File: config.mk
export PLATFORM = sky130hd
export DESIGN_NAME = scan_sync_gen
export DESIGN_NICKNAME = d
export VERILOG_FILES = /design/src/rtl/sg_pkg.sv /design/src/rtl/sg_pix_ctr.sv /design/src/rtl/sg_line_ctr.sv /design/src/rtl/sg_pulse_dec.sv /design/src/rtl/scan_sync_gen.sv
export SDC_FILE = /design/constraint.sdc
export NUM_CORES = 1
export LEC_CHECK = 0
export ABC_AREA = 1
export ABC_CLOCK_PERIOD_IN_PS = 2380
export BUFFER_PORTS_ARGS = -buffer_cell sky130_fd_sc_hd__clkbuf_2
export CORE_UTILIZATION = 45
export DETAILED_ROUTE_END_ITERATION = 6
export PLACE_DENSITY = 0.64
export SETUP_SLACK_MARGIN = 0.02
export SYNTH_ARGS = -nofsm -noshare
export SYNTH_HDL_FRONTEND = slang
export SYNTH_SLANG_ARGS = --single-unit
File: constraint.sdc
create_clock -name clk -period 2.38 [get_ports clk]
set_input_delay 0 -clock clk [delete_from_list [all_inputs] [get_ports clk]]
set_output_delay 0 -clock clk [all_outputs]
set_load 0.02 [all_outputs]
File: src/rtl/sg_pkg.sv
package sg_pkg;

  typedef enum logic {
    MODE_NORMAL  = 1'b0,
    MODE_MONITOR = 1'b1
  } scan_mode_e;

  function automatic int max_int(input int a, input int b);
    return (a > b) ? a : b;
  endfunction

endpackage

File: src/rtl/sg_pix_ctr.sv
module sg_pix_ctr #(
  parameter int LINE_CLKS = 780,
  parameter int PIX_W     = $clog2(LINE_CLKS)
) (
  input  logic             clk,
  input  logic             rst_n,
  output logic [PIX_W-1:0] pix_q,
  output logic [PIX_W-1:0] pix_n,
  output logic             eol
);

  localparam logic [PIX_W-1:0] LAST_PIX = PIX_W'(LINE_CLKS - 1);

  // End of line: the current clock is the last pixel of the line.
  assign eol = (pix_q == LAST_PIX);

  always_comb begin
    if (eol) pix_n = '0;
    else     pix_n = pix_q + 1'b1;
  end

  always_ff @(posedge clk or negedge rst_n) begin
    if (!rst_n) pix_q <= '0;
    else        pix_q <= pix_n;
  end

endmodule

File: src/rtl/sg_line_ctr.sv
module sg_line_ctr
  import sg_pkg::*;
#(
  parameter int NORM_LINES = 525,
  parameter int MON_LINES  = 262,
  parameter int LINE_W     = $clog2(max_int(NORM_LINES, MON_LINES) + 1)
) (
  input  logic              clk,
  input  logic              rst_n,
  input  logic              eol,
  input  logic              mon_mode_i,
  output logic [LINE_W-1:0] line_q,
  output logic [LINE_W-1:0] line_n
);

  localparam logic [LINE_W-1:0] NORM_LAST  = LINE_W'(NORM_LINES);
  localparam logic [LINE_W-1:0] MON_LAST   = LINE_W'(MON_LINES);
  localparam logic [LINE_W-1:0] FIRST_LINE = LINE_W'(1);

  scan_mode_e        mode_q;
  scan_mode_e        mode_n;
  logic [LINE_W-1:0] frame_last;
  logic              eof;

  assign frame_last = (mode_q == MODE_MONITOR) ? MON_LAST : NORM_LAST;

  // End of frame: last pixel of the last line of the current frame.
  assign eof = eol && (line_q == frame_last);

  always_comb begin
    line_n = line_q;
    mode_n = mode_q;
    if (eof) begin
      line_n = FIRST_LINE;
      // The mode is sampled here and nowhere else.
      mode_n = scan_mode_e'(mon_mode_i);
    end else if (eol) begin
      line_n = line_q + 1'b1;
    end
  end

  always_ff @(posedge clk or negedge rst_n) begin
    if (!rst_n) begin
      line_q <= FIRST_LINE;
      mode_q <= MODE_NORMAL;
    end else begin
      line_q <= line_n;
      mode_q <= mode_n;
    end
  end

endmodule

File: src/rtl/sg_pulse_dec.sv
module sg_pulse_dec #(
  parameter int PIX_W       = 10,
  parameter int LINE_W      = 10,
  parameter int HS_LAST     = 78,
  parameter int VS_CLK      = 10,
  parameter int VS_LINE_ON  = 1,
  parameter int VS_LINE_OFF = 4
) (
  input  logic              clk,
  input  logic              rst_n,
  input  logic [PIX_W-1:0]  pix_n,
  input  logic [LINE_W-1:0] line_n,
  output logic              hsync_o,
  output logic              vsync_o,
  output logic              frame_start_o
);

  localparam logic [PIX_W-1:0]  HS_LAST_C = PIX_W'(HS_LAST);
  localparam logic [PIX_W-1:0]  VS_CLK_C  = PIX_W'(VS_CLK);
  localparam logic [LINE_W-1:0] VS_ON_C   = LINE_W'(VS_LINE_ON);
  localparam logic [LINE_W-1:0] VS_OFF_C  = LINE_W'(VS_LINE_OFF);
  localparam logic [LINE_W-1:0] ORIGIN_LN = LINE_W'(1);

  // Value of vsync at the origin (pixel 0, line 1), which is the reset position.
  localparam bit VS_AT_ORIGIN =
      ((1 > VS_LINE_ON)  || ((VS_LINE_ON == 1)  && (VS_CLK == 0))) &&
      ((1 < VS_LINE_OFF) || ((VS_LINE_OFF == 1) && (VS_CLK > 0)));

  logic hs_n;
  logic vs_after_on;
  logic vs_before_off;
  logic vs_n;
  logic fs_n;

  // The pulses are decoded from the next counter values and then registered,
  // so each output lines up with the count it describes and has no glitches.
  assign hs_n          = (pix_n <= HS_LAST_C);
  assign vs_after_on   = (line_n > VS_ON_C)  || ((line_n == VS_ON_C)  && (pix_n >= VS_CLK_C));
  assign vs_before_off = (line_n < VS_OFF_C) || ((line_n == VS_OFF_C) && (pix_n <  VS_CLK_C));
  assign vs_n          = vs_after_on && vs_before_off;
  assign fs_n          = (pix_n == '0) && (line_n == ORIGIN_LN);

  always_ff @(posedge clk or negedge rst_n) begin
    if (!rst_n) begin
      hsync_o       <= 1'b1;
      vsync_o       <= VS_AT_ORIGIN;
      frame_start_o <= 1'b1;
    end else begin
      hsync_o       <= hs_n;
      vsync_o       <= vs_n;
      frame_start_o <= fs_n;
    end
  end

endmodule

File: src/rtl/scan_sync_gen.sv
module scan_sync_gen
  import sg_pkg::*;
#(
  parameter int LINE_CLKS   = 780,
  parameter int HS_LAST     = 78,
  parameter int NORM_LINES  = 525,
  parameter int MON_LINES   = 262,
  parameter int VS_CLK      = 10,
  parameter int VS_LINE_ON  = 1,
  parameter int VS_LINE_OFF = 4,
  localparam int PIX_W      = $clog2(LINE_CLKS),
  localparam int LINE_W     = $clog2(max_int(NORM_LINES, MON_LINES) + 1)
) (
  input  logic              clk,
  input  logic              rst_n,
  input  logic              mon_mode_i,
  output logic              hsync_o,
  output logic              vsync_o,
  output logic [PIX_W-1:0]  pix_cnt_o,
  output logic [LINE_W-1:0] line_cnt_o,
  output logic              frame_start_o
);

  logic [PIX_W-1:0]  pix_n;
  logic [LINE_W-1:0] line_n;
  logic              eol;

  sg_pix_ctr #(
    .LINE_CLKS (LINE_CLKS),
    .PIX_W     (PIX_W)
  ) u_pix (
    .clk   (clk),
    .rst_n (rst_n),
    .pix_q (pix_cnt_o),
    .pix_n (pix_n),
    .eol   (eol)
  );

  sg_line_ctr #(
    .NORM_LINES (NORM_LINES),
    .MON_LINES  (MON_LINES),
    .LINE_W     (LINE_W)
  ) u_line (
    .clk        (clk),
    .rst_n      (rst_n),
    .eol        (eol),
    .mon_mode_i (mon_mode_i),
    .line_q     (line_cnt_o),
    .line_n     (line_n)
  );

  sg_pulse_dec #(
    .PIX_W       (PIX_W),
    .LINE_W      (LINE_W),
    .HS_LAST     (HS_LAST),
    .VS_CLK      (VS_CLK),
    .VS_LINE_ON  (VS_LINE_ON),
    .VS_LINE_OFF (VS_LINE_OFF)
  ) u_dec (
    .clk           (clk),
    .rst_n         (rst_n),
    .pix_n         (pix_n),
    .line_n        (line_n),
    .hsync_o       (hsync_o),
    .vsync_o       (vsync_o),
    .frame_start_o (frame_start_o)
  );

endmodule

---- Word-level counts from Yosys, hierarchy flattened ----
Index checks and enable logic that the tools add are counted.
word-level totals
  bits in registers ....................... 24
cells by class
  reductions and logical operators ........ 8
  order comparisons ....................... 5
  eq/ne operators ......................... 4
  muxes and demuxes ....................... 4
  add/subtract/negate cells ............... 2
operator list
  kind                     number
  $mux W10                 4
  $add A10 B1 Y10 const B  2
  $eq A10 B1 Y1 const B    1
  $eq A10 B10 Y1           1
  $eq A10 B10 Y1 const B   1
  $eq A10 B3 Y1 const B    1
  $ge A10 B4 Y1 const B    1
  $gt A10 B1 Y1 const B    1
  $le A10 B7 Y1 const B    1
  $logic_not A10 Y1        1
  $lt A10 B3 Y1 const B    1
  $lt A10 B4 Y1 const B    1
  $logic_and A1 B1 Y1      5
  $logic_or A1 B1 Y1       2

---- Longest topological paths before layout ----
Gate-level depths: netlist (run 1).
  word-level depth ........................ 8
  depth in mapped cells ................... 14
  gate-level depth less buffers ........... 14

---- By module ----
From an unflattened synthesis (run 1), not the netlist that was laid out.
second synthesis, totals
  cell total of the unflattened synthesis .. 186
  area, all modules ....................... 1,395.1 um^2
by module, submodules not included
  module        cells an instance  times used  seq. area each (um^2)  area an instance (um^2)
  sg_line_ctr   82                 1           276.5                  633.1
  sg_pix_ctr    63                 1           250.2                  500.5
  sg_pulse_dec  41                 1           77.6                   261.5

---- Least setup slack after synthesis (run 1) ----
OpenSTA, ideal clock, no wires.
  path type ............................... reg-to-reg
  from .................................... reg u_pix.pix_q[0]
  to ...................................... reg u_dec.vsync_o
  arrival time ............................ 1.792 ns
  period minus slack after synthesis ...... 1.913 ns
  stages on the path, launching flop included .. 14
  slack ................................... 0.467 ns
  buffers on the path ..................... 1
  cell sequence ........................... dfrtp_1 > ha_1 > nand2_1 > inv_1 > nand3_2 > nor2_4 > buf_6 > nand3_1 > nand3_2 > nand2_4 > nor2_4 > nand3_2 > nor2_1 > a21oi_1
between the ends
  cells in the longest elaborated chain, start to end .. 7
  elaborated cells on any way between the ends .. 17
RTL lines
  what                                                                     line                text
  from (decl)                                                              sg_pix_ctr.sv:7     output logic [PIX_W-1:0] pix_q,
  from (signal assigned)                                                   sg_pix_ctr.sv:24    else pix_q <= pix_n;
  parallel branches: the longest is 6 deep, another holds $add A10 B1 Y10  --
  $logic_and A1 B1 Y1 *                                                    sg_pulse_dec.sv:40  assign vs_n = vs_after_on && vs_before_off;
  named net u_dec.vs_n                                                     sg_pulse_dec.sv:32  logic vs_n;
  to (signal assigned)                                                     sg_pulse_dec.sv:50  vsync_o <= vs_n;
  to (decl)                                                                sg_pulse_dec.sv:14  output logic vsync_o,
Mark *: on every way through the listed nets, which the timed path passes.
A chain may end at the register's enable or synchronous reset.

---- Final worst setup path (run 1) ----
Same ends and word-level chain as after synthesis.

==> impl_results.rst, run 1 <==
.. list-table::
   :header-rows: 1

   * - Metric
     - Value
   * - Gate count after technology mapping
     - 237
   * - Hold violation total from the final report
     - 0
   * - Die width
     - 62.4 microns
   * - Area of the die
     - 0.00389 sq mm
   * - Ranking of synthesized cells by area
     - dfrtp_1 32%, nand2_1 16%, inv_1 11%, nand3_1 6.7%, dfstp_2 4.8%
   * - Compound-Gate Fraction of Synth Area
     - 3.81%
   * - Startpoint kind of the worst setup timing path
     - flip-flop
   * - Peak supply drop
     - 0.000230 V
   * - Most used DFF post-synth
     - dfrtp_1
   * - Fraction of synthesized cell area taken by the top area cell type
     - 32.0%
   * - Total area of sequential cells
     - 604 sq um
   * - Crit Path Category
     - reg2reg
   * - Number of buffers on the longest clock path
     - 2
   * - Count of cell types in the netlist
     - 28
   * - Simple-Gate Fraction of Synth Area
     - 41.7%
   * - Residual DRC
     - 0
   * - Worst reg2reg path depth
     - 12
   * - Proportion of layout cells with a drive suffix above 1
     - 21.9%
   * - Register-to-register setup slack
     - 300 ps
   * - Drt total wl
     - 3.50 mm
   * - Number of antenna violations at the first check in global routing
     - 0
   * - Height of the die
     - 62.4 microns
   * - Post-synthesis sequential area ratio
     - 36.8%
   * - Crit-path cells
     - ha_1 > nand2_1 > inv_1 > nand3_2 > nor2_4 > nand3_2 > nand3_1 > nand2_2 > nor2_4 > nand3_2 > nor2_1 > a21oi_1
   * - Post_cts resized
     - 0
   * - Endpoint of the worst register-to-register path
     - u_dec.vsync_o$_DFF_PN0_
   * - Crit path largest cell delay
     - 460 ps
   * - Mean instance size in the synthesized netlist
     - 6.93 sq um
   * - Seq cells post-synth
     - 24
   * - I/O pin count
     - 26
   * - Data arrival, critical path
     - 2290 ps
   * - Congestion Overflow GR
     - 0
   * - Number of placement rows
     - 21
   * - Maximum fanout along the worst path
     - 6
   * - Count of yosys warnings during synthesis
     - 0
   * - Wire length of the first global-routing pass
     - 6.27 mm
   * - Initial Utilization
     - 48.1%
   * - DRT antenna net count
     - 0
   * - Mux cell area share after synthesis
     - 0%
   * - Total area of multi-input combinational cells
     - 823 sq um
   * - Main combinational cell family by area after synthesis
     - simple AND/OR/NAND/NOR gates
   * - Required time reported for the critical path endpoint
     - 2590 ps
   * - Mapped cell area
     - 0.00164 sq mm
   * - Worst setup EP type
     - flip-flop
   * - Post-synth net total
     - 244
   * - Post-layout nets
     - 278
   * - Final setup TNS
     - 0 ps
   * - Lkg Pwr
     - 1.08 nW
   * - Cell at the slowest stage of the critical path
     - dfrtp_1
   * - Fraction of registers with async set or reset after synthesis
     - 100%
   * - Setup repair after global routing missed its margin
     - false
   * - Setup Skew
     - 11.1 ps
   * - Areal power density over the cells
     - 325 mW/mm^2
   * - Number of clock sinks seen by CTS
     - 24
   * - GRT Total Usage
     - 20.1%
   * - Count of maximum capacitance violations
     - 0
   * - Number of antenna cells inserted
     - 0
   * - Via count of the first global-routing pass
     - 1373
   * - Area of the core
     - 0.00342 sq mm
   * - Minimum clock period after layout
     - 2080 ps
   * - Clock latency reported for the late side of the worst-skew pair
     - 320 ps
   * - Cell with the most instances on the worst path
     - nand3_2
   * - Layout overhead on the synthesized area
     - 14.6%
   * - HPWL after detailed placement
     - 2.78 mm
   * - Final setup vio count
     - 0
   * - Root cell of the clock tree
     - clkbuf_4
   * - Final worst-path cycle share
     - 87.5%
   * - Result of the run
     - complete, no violations
   * - Maximum number of pins on one net before global-route repair
     - 25
   * - Count of fill cells added during filler insertion
     - 364
   * - Slew Limit Headroom
     - 60.7%
   * - Most instantiated library cell after synthesis
     - nand2_1
   * - TritonCTS clock tree
     - built
   * - Number of port buffers
     - 25
   * - RePlAce Congestion
     - 0.829
   * - Layout Utilization
     - 55.1%
   * - Synthesized-area fraction occupied by xor and xnor cells
     - 1.60%
   * - Number of DRC violations after detailed-routing iteration 0
     - 112
   * - Maximum clock frequency
     - 480 MHz
   * - Slew at the pin closest to its max-slew limit
     - 590 ps
   * - Synthesized-area fraction occupied by adder cells
     - 3.05%
   * - Clock edge transition at the registers on the reported setup and hold paths
     - 140 ps
   * - Number of enable-type register cells in the synthesized netlist
     - 0
   * - Num CTS Buffers
     - 3
   * - Type of the tightest min-delay check
     - in2async
   * - Final-report max-slew violation count
     - 0
   * - Overall via count from detail_route
     - 1493
   * - Routed len/inst
     - 11.1 microns
   * - Largest area contributor in the synthesized netlist
     - dfrtp_1
   * - Worst R2R Start
     - u_pix.pix_q[0]$_DFF_PN0_
   * - Synth top cells by count
     - 68 x nand2_1, 50 x inv_1, 22 x nand3_1, 21 x dfrtp_1, 20 x nor2_1
   * - Vias per inst
     - 4.72
   * - CTS H-tree depth
     - 1
   * - Pre-Repair DR Iteration Count
     - 4
## area by class of cell
class	instances	area share, %
Timing Repair Buffer	31	9.31
Multi-Input combinational cell	159	43.8
Inverter	52	10.4
Sequential cell	24	32.1
Clock buffer	4	1.40
Tap cell	46	3.06
## per-stage QoR
step           worst slack [ps]  instances  area, sq um  hold slack [ps]  power, mW
6_report                    298        316         1880              201      0.612
5_1_grt                    33.4        316         1880              233      0.644
4_1_cts                     127        312         1850              211      0.620
3_5_place_dp                148        306         1810             39.1      0.428
3_3_place_gp                218        306         1810             45.5      0.428
2_1_floorplan               467        237         1640             -296      0.418
## cells in the final DEF (no fill, tap or decap), types with 2 or more instances in the layout
master,instances
buf_4,4
xor2_1,2
clkbuf_4,3
nor2_4,3
nor3_1,3
nand3_2,6
clkbuf_2,25
nand4_1,7
dlygate4sd3_1,2
nand2_1,68
nor2_1,20
inv_1,50
dfstp_2,3
dfrtp_1,21
o21ai_0,3
nor2_2,7
nand3_1,22
a21oi_1,3
ha_1,4
nand2_2,3
## sequential cells by signal (all words and copies together) (netlist names)
signal               count
u_dec.hsync_o            1
u_line.line_q           10
u_dec.frame_start_o      1
u_line.mode_q            1
u_pix.pix_q             10
u_dec.vsync_o            1
## worst max-delay path by stage
stage,to,startpoint,cells past startpoint
6_report,u_dec.vsync_o$_DFF_PN0_,u_pix.pix_q[0]$_DFF_PN0_,12
3_3_place_gp,u_dec.vsync_o$_DFF_PN0_,u_pix.pix_q[0]$_DFF_PN0_,12
5_1_grt,u_dec.vsync_o$_DFF_PN0_,u_pix.pix_q[0]$_DFF_PN0_,12
3_5_place_dp,u_dec.vsync_o$_DFF_PN0_,u_pix.pix_q[0]$_DFF_PN0_,12
2_1_floorplan,u_dec.vsync_o$_DFF_PN0_,u_pix.pix_q[0]$_DFF_PN0_,13
4_1_cts,u_dec.vsync_o$_DFF_PN0_,u_pix.pix_q[0]$_DFF_PN0_,12
## per-layer routing
metal  share of wire (%)  global-route usage [%]  vias to the layer above
met2                  42                    28.7                       23
li1                    -                       -                      793
met4                0.63                    5.23                        0
met5                   0                       0                        -
met1                  54                    31.6                      675
met3                 2.9                    2.74                        2
## kinds of logic after synthesis
group,count (synthesis)
compound gates,10
simple gates,142
buf+inv,54
fa+ha+maj,4
xor+xnor,3
flops,24
## power breakdown
group          total [mW]  internal [mW]  switching, mW
combinational      0.0130        0.00379        0.00922
sequential          0.409          0.409       0.000495
clock               0.190         0.0654          0.124
total               0.612          0.478          0.134
## critical path, delay by kind of cell (launching register included)
kind,cells,cell delay (ps)
DFF,1,460
buffers and inverters,1,70
and+or+nand+nor,9,1130
AOI/OAI and AO/OA,1,50
adders and majority gates,1,270
## what timing repair did
action	CTS	global route
setup buffers	0	4
setup endpoints to repair	0	2
hold buffers	2	0
hold endpoints to repair	22	0
(Power assumes the default switching activity.)
==> run 2: changes to the inputs <==
==> constraint.sdc (replaced) <==
create_clock -name clk -period 2.38 [get_ports clk]
set_input_delay 0.238 -clock clk [delete_from_list [all_inputs] [get_ports clk]]
set_output_delay 0.238 -clock clk [all_outputs]
set_load 0.02 [all_outputs]
==> run 2 against run 1 <==
Die area stayed put. Maximum frequency hardly changed. Critical path depth stayed put. Largest cell class unchanged.
==> impl_results.rst, run 2 (synthesis gave the netlist of run 1 again) <==
.. list-table::
   :header-rows: 1

   * - Metric
     - Value
   * - Crit path largest cell delay
     - 460 ps
   * - Crit Path Category
     - reg2reg
   * - Final-report max-slew violation count
     - 0
   * - Area of the core
     - 0.00342 sq mm
   * - Post-route worst setup slack
     - 297 ps
   * - Maximum number of pins on one net before global-route repair
     - 25
   * - Routed len/inst
     - 11.1 microns
   * - Num CTS Buffers
     - 3
   * - Total area of sequential cells
     - 604 sq um
   * - Layout Utilization
     - 54.8%
   * - Number of antenna violations at the first check in global routing
     - 0
   * - Proportion of layout cells with a drive suffix above 1
     - 21.9%
   * - Initial Utilization
     - 48.1%
   * - Overall Power
     - 611 uW
   * - Worst reg2reg path depth
     - 12
   * - Post-layout nets
     - 277
   * - Post_cts resized
     - 0
   * - Placed Cells
     - 306
   * - Hold path cells
     - 3
   * - Slew at the pin closest to its max-slew limit
     - 591 ps
   * - Number of port buffers
     - 25
   * - Worst Hold Path EP
     - u_line.mode_q$_DFFE_PN0P_
   * - Congestion Overflow GR
     - 0
   * - Drt total wl
     - 3.50 mm
   * - Pre-Repair DR Iteration Count
     - 4
   * - Required time reported for the critical path endpoint
     - 2590 ps
   * - Worst setup EP type
     - flip-flop
   * - Endpoint of the worst register-to-register path
     - u_dec.vsync_o$_DFF_PN0_
   * - Data arrival, critical path
     - 2290 ps
   * - Area of the die
     - 0.00389 sq mm
   * - Number of DRC violations after detailed-routing iteration 0
     - 121
   * - Residual DRC
     - 0
   * - Setup Skew
     - 11.0 ps
   * - Fraction of met2 tracks used by global routing
     - 28.7%
   * - HPWL after detailed placement
     - 2.78 mm
   * - Number of standard cells in the layout, taps in and fillers out
     - 315
   * - Clock latency reported for the late side of the worst-skew pair
     - 320 ps
   * - DRT antenna net count
     - 0
   * - Height of the die
     - 62.4 microns
   * - Via count of the first global-routing pass
     - 1370
   * - Clock edge transition at the registers on the reported setup and hold paths
     - 130 ps
   * - Worst hold slack
     - 174 ps
   * - Crit-path cells
     - ha_1 > nand2_1 > inv_1 > nand3_2 > nor2_4 > nand3_2 > nand3_1 > nand2_2 > nor2_4 > nand3_2 > nor2_1 > a21oi_1
   * - Wire length of the first global-routing pass
     - 6.26 mm
   * - RePlAce Congestion
     - 0.829
   * - Setup repair after global routing missed its margin
     - false
   * - Overall via count from detail_route
     - 1495
   * - Worst R2R Start
     - u_pix.pix_q[0]$_DFF_PN0_
   * - Slew Limit Headroom
     - 60.6%
   * - Cell with the most instances on the worst path
     - nand3_2
   * - Met1 global-route usage
     - 31.5%
   * - Startpoint kind of the worst setup timing path
     - flip-flop
   * - Count of fill cells added during filler insertion
     - 367
   * - Areal power density over the cells
     - 327 mW/mm^2
   * - I/O pin count
     - 26
   * - Minimum clock period after layout
     - 2080 ps
   * - Number of placement rows
     - 21
   * - Hold violation total from the final report
     - 0
   * - Maximum clock frequency
     - 480 MHz
   * - Peak supply drop
     - 0.000230 V
   * - CTS H-tree depth
     - 1
   * - Cell at the slowest stage of the critical path
     - dfrtp_1
   * - Lkg Pwr
     - 1.08 nW
   * - Die width
     - 62.4 microns
   * - Final setup vio count
     - 0
   * - Min-Delay Startpoint
     - mon_mode_i
   * - Top Registers
     - u_line.line_q x10, u_pix.pix_q x10
   * - Root cell of the clock tree
     - clkbuf_4
   * - Number of buffers on the longest clock path
     - 2
   * - Total non-filler cell area in the finished layout
     - 0.00187 sq mm
   * - Grt peak-use layer
     - met1
   * - Final worst-path cycle share
     - 87.5%
   * - Result of the run
     - complete, no violations
   * - Count of maximum capacitance violations
     - 0
   * - TritonCTS clock tree
     - built
   * - Type of the tightest min-delay check
     - in2reg
   * - Total area of multi-input combinational cells
     - 823 sq um
   * - Placed cell area
     - 0.00181 sq mm
   * - Commonest cells after routing, fill and taps aside
     - 68 x nand2_1, 50 x inv_1, 25 x clkbuf_2, 22 x nand3_1, 21 x dfrtp_1
   * - Vias per inst
     - 4.75
   * - Layout overhead on the synthesized area
     - 14.0%
   * - Met3 Resource Use GR
     - 2.74%
   * - Final setup TNS
     - 0 ps
   * - Number of clock sinks seen by CTS
     - 24
   * - GRT Total Usage
     - 20.1%
   * - Leading cell type in the layout, fill and taps excluded
     - nand2_1
   * - Register-to-register setup slack
     - 300 ps
   * - Maximum fanout along the worst path
     - 6
   * - Post-place setup slack
     - 148 ps
   * - Number of antenna cells inserted
     - 0
==> run 2: changes by cell type in the layout (fill, tap and decap cells not counted) <==
cell,before,now
dlygate4sd3_1,2,1
==> run 2: worst max-delay path by stage <==
stage                                        start                      end  slack (ps)  depth (start not counted)
after global routing      u_pix.pix_q[0]$_DFF_PN0_  u_dec.vsync_o$_DFF_PN0_          30                         12
final                     u_pix.pix_q[0]$_DFF_PN0_  u_dec.vsync_o$_DFF_PN0_         300                         12
after floorplan           u_pix.pix_q[0]$_DFF_PN0_  u_dec.vsync_o$_DFF_PN0_         470                         13
after CTS                 u_pix.pix_q[0]$_DFF_PN0_  u_dec.vsync_o$_DFF_PN0_         130                         12
after detailed placement  u_pix.pix_q[0]$_DFF_PN0_  u_dec.vsync_o$_DFF_PN0_         150                         12
after global placement    u_pix.pix_q[0]$_DFF_PN0_  u_dec.vsync_o$_DFF_PN0_         220                         12
==> run 2: where the power goes <==
group | switching, mW | internal, mW
Sequential | 0.000489 | 0.409
Clock | 0.125 | 0.0654
Combinational | 0.00905 | 0.00273
==> run 2: critical path, delay by kind of cell (launching register included) <==
kind,cells,cell delay (ps)
and+or+nand+nor,9,1130
DFF,1,460
adders and majority gates,1,270
buffers and inverters,1,70
AOI/OAI and AO/OA,1,50
==> run 2: layout make-up <==
type	instances	area share (%)
flip-flops and latches	24	32.3
clock buffers	4	1.40
multi-input cells	159	44.0
well taps	46	3.07
inverters	52	10.4
repair buffers	30	8.82
==> run 2: routing by layer <==
layer / wire length [microns] / up-vias / share of wire, %
li1: - / 792 / -
met4: 22 / 0 / 0.63
met3: 111 / 2 / 3.2
met5: 0 / - / 0
met2: 1460 / 28 / 42
met1: 1900 / 673 / 54
==> run 2: what timing repair did <==
| action | in CTS | in global routing |
|---|---|---|
| hold endpoints to repair | 21 | 0 |
| hold buffers | 1 | 0 |
| setup endpoints to repair | 0 | 2 |
| setup buffers | 0 | 4 |
==> run 3: changes to the inputs <==
--- a/config.mk
+++ b/config.mk
@@ -6,10 +6,11 @@
 export NUM_CORES = 1
 export LEC_CHECK = 0
 export ABC_AREA = 1
-export ABC_CLOCK_PERIOD_IN_PS = 2380
-export BUFFER_PORTS_ARGS = -buffer_cell sky130_fd_sc_hd__clkbuf_2
+export ABC_CLOCK_PERIOD_IN_PS = 2500
+export BUFFER_PORTS_ARGS = -buffer_cell sky130_fd_sc_hd__buf_2
 export CORE_UTILIZATION = 45
 export DETAILED_ROUTE_END_ITERATION = 6
+export GPL_TIMING_DRIVEN = 0
 export PLACE_DENSITY = 0.64
 export SETUP_SLACK_MARGIN = 0.02
 export SYNTH_ARGS = -nofsm -noshare
==> constraint.sdc (replaced) <==
create_clock -name clk -period 2.5 [get_ports clk]
set_input_delay 0.25 -clock clk [delete_from_list [all_inputs] [get_ports clk]]
set_output_delay 0.25 -clock clk [all_outputs]
set_load 0.02 [all_outputs]
==> run 3 against run 2 <==
Cell area hardly changed. Die area stayed put. Combinational power shrank 3%. Maximum frequency is 3.1% lower. Total power rose by 0.31%. Critical endpoint unchanged. Largest cell class unchanged. Clock skew decreased by 4.6 ps. Non-clock buffer count shrank 2. Critical path depth did not move. Largest power group unchanged. Sequential power down 5%. Sequential share of layout area hardly changed.
==> impl_results.rst, run 3 (synthesis gave the netlist of run 1 again) <==
.. list-table::
   :header-rows: 1

   * - Metric
     - Value
   * - Leading cell type in the layout, fill and taps excluded
     - nand2_1
   * - Root cell of the clock tree
     - clkbuf_4
   * - CP bufs+invs
     - 0
   * - Required time reported for the critical path endpoint
     - 2720 ps
   * - Placed cell area
     - 0.00182 sq mm
   * - Metal-1 WL
     - 1.81 mm
   * - Via count of the first global-routing pass
     - 1356
   * - Cell with the most instances on the worst path
     - nand2_1
   * - GRT Total Usage
     - 19.7%
   * - Number of antenna violations at the first check in global routing
     - 0
   * - Number of clock sinks seen by CTS
     - 24
   * - Crit path largest cell delay
     - 480 ps
   * - Area of the core
     - 0.00342 sq mm
   * - Minimum clock period after layout
     - 2150 ps
   * - Congestion Overflow GR
     - 0
   * - Crit-path cells
     - ha_1 > nand2_1 > nor2_1 > nand2_1 > nor2_2 > nand3_1 > nand2_1 > nand2_2 > nor2_4 > nand3_2 > nor2_1 > a21oi_1
   * - Layout Utilization
     - 54.8%
   * - Maximum clock frequency
     - 465 MHz
   * - Setup Skew
     - 6.33 ps
   * - Number of DRC violations after detailed-routing iteration 0
     - 75
   * - Post-layout nets
     - 275
   * - Hold violation total from the final report
     - 0
   * - Final-report max-slew violation count
     - 0
   * - Slew at the pin closest to its max-slew limit
     - 554 ps
   * - Die width
     - 62.4 microns
   * - Number of buffers added to fix hold violations after cts
     - 1
   * - Final setup vio count
     - 0
   * - Cell at the slowest stage of the critical path
     - dfrtp_1
   * - Areal power density over the cells
     - 328 mW/mm^2
   * - Max layer used
     - met4
   * - Pre-Repair DR Iteration Count
     - 4
   * - Vias per inst
     - 4.78
   * - Number of port buffers
     - 25
   * - Routed len/inst
     - 11.4 microns
   * - Number of placement rows
     - 21
   * - Clock edge transition at the registers on the reported setup and hold paths
     - 140 ps
   * - Crit Path Category
     - reg2reg
   * - Worst setup EP type
     - flip-flop
   * - Maximum fanout along the worst path
     - 6
   * - Commonest cells after routing, fill and taps aside
     - 68 x nand2_1, 50 x inv_1, 25 x buf_2, 22 x nand3_1, 21 x dfrtp_1
   * - TritonCTS clock tree
     - built
   * - Type of the tightest min-delay check
     - in2reg
   * - Initial Utilization
     - 48.1%
   * - DRT antenna net count
     - 0
   * - Met3 routed WL
     - 138 microns
   * - Drt total wl
     - 3.56 mm
   * - Post_cts resized
     - 0
   * - Num CTS Buffers
     - 3
   * - Data arrival, critical path
     - 2370 ps
   * - Slew Limit Headroom
     - 63.1%
   * - Peak supply drop
     - 0.000215 V
   * - I/O pin count
     - 26
   * - Proportion of layout cells with a drive suffix above 1
     - 21.7%
   * - Overall via count from detail_route
     - 1497
   * - Top Registers
     - u_line.line_q x10, u_pix.pix_q x10
   * - RePlAce Congestion
     - 0.798
   * - Lkg Pwr
     - 1.08 nW
   * - Total non-filler cell area in the finished layout
     - 0.00187 sq mm
   * - Setup repair after global routing missed its margin
     - false
   * - Number of antenna cells inserted
     - 0
   * - Number of buffers on the longest clock path
     - 2
   * - Layout overhead on the synthesized area
     - 13.9%
   * - Final worst-path cycle share
     - 85.9%
   * - Number of post-CTS setup repair buffers
     - 0
   * - Height of the die
     - 62.4 microns
   * - CTS H-tree depth
     - 1
   * - Met2 layer wire length in the routed design
     - 1.58 mm
   * - Startpoint kind of the worst setup timing path
     - flip-flop
   * - Wire length of the first global-routing pass
     - 6.05 mm
   * - Area of the die
     - 0.00389 sq mm
   * - Residual DRC
     - 0
   * - Category of cells accounting for the largest share of critical-path delay
     - simple AND/OR/NAND/NOR gates
   * - Result of the run
     - complete, no violations
   * - Final setup TNS
     - 0 ps
   * - Count of maximum capacitance violations
     - 0
   * - HPWL after detailed placement
     - 2.74 mm
   * - Maximum number of pins on one net before global-route repair
     - 25
   * - Clock latency reported for the late side of the worst-skew pair
     - 320 ps
==> run 3: cell types whose count changed in the layout (fill, tap and decap cells not counted) <==
cell,before,now
buf_2,0,25
clkbuf_8,0,1
clkbuf_2,25,0
clkbuf_1,1,0
buf_6,0,1
buf_4,4,1
==> run 3: per-stage QoR <==
stage                     cells  power [mW]  hold WS (ps)  worst slack [ps]
after detailed placement    308       0.408           277               362
after global placement      308       0.408           272               385
after floorplan             237       0.398         -45.6               587
after CTS                   313       0.627           177               325
after global routing        313       0.640           201              34.9
final                       313       0.613           186               351
==> run 3: power breakdown <==
group / switching, mW / total (mW) / leakage [nW] / internal (mW)
logic: 0.00881 / 0.0114 / 0.756 / 0.00262
registers: 0.000421 / 0.390 / 0.308 / 0.389
clock network: 0.123 / 0.212 / 0.0210 / 0.0890
total: 0.132 / 0.613 / 1.08 / 0.481
==> run 3: worst reg2reg max path, delay by kind of cell (launching register included) <==
kind / cells / cell delay, ps
AO/OA/AOI/OAI: 1 / 50
adder cells (fa/ha/maj): 1 / 290
flip-flops: 1 / 480
AND/OR/NAND/NOR: 10 / 1220
==> run 3: per-layer routing <==
layer | GRT usage (%) | vias to the layer above
met5 | 0 | -
met4 | 5.52 | 0
met3 | 2.74 | 2
met2 | 30.4 | 29
met1 | 28.5 | 671
li1 | - | 795
==> run 3: cell type report <==
type / instances / area, sq um
tap: 46 / 57.6
timing repair buffer: 26 / 135
sequential: 24 / 604
clock buffer: 4 / 36.3
multi-input combinational: 159 / 823
inverter: 52 / 195
fill: 341 / 1550
buffer: 2 / 18.8
==> run 3: final timing paths <==
check / start / to / slack [ps] / cells after the start
hold reg to reg: u_line.mode_q$_DFFE_PN0P_ / u_line.mode_q$_DFFE_PN0P_ / 560 / 2
setup / recovery: u_pix.pix_q[0]$_DFF_PN0_ / u_dec.vsync_o$_DFF_PN0_ / 350 / 12
max in group asynchronous: rst_n / u_dec.hsync_o$_DFF_PN1_ / 1690 / 2
hold / removal: mon_mode_i / u_line.mode_q$_DFFE_PN0P_ / 190 / 3
setup reg to reg: u_pix.pix_q[0]$_DFF_PN0_ / u_dec.vsync_o$_DFF_PN0_ / 350 / 12
min in group asynchronous: rst_n / u_dec.vsync_o$_DFF_PN0_ / 440 / 2
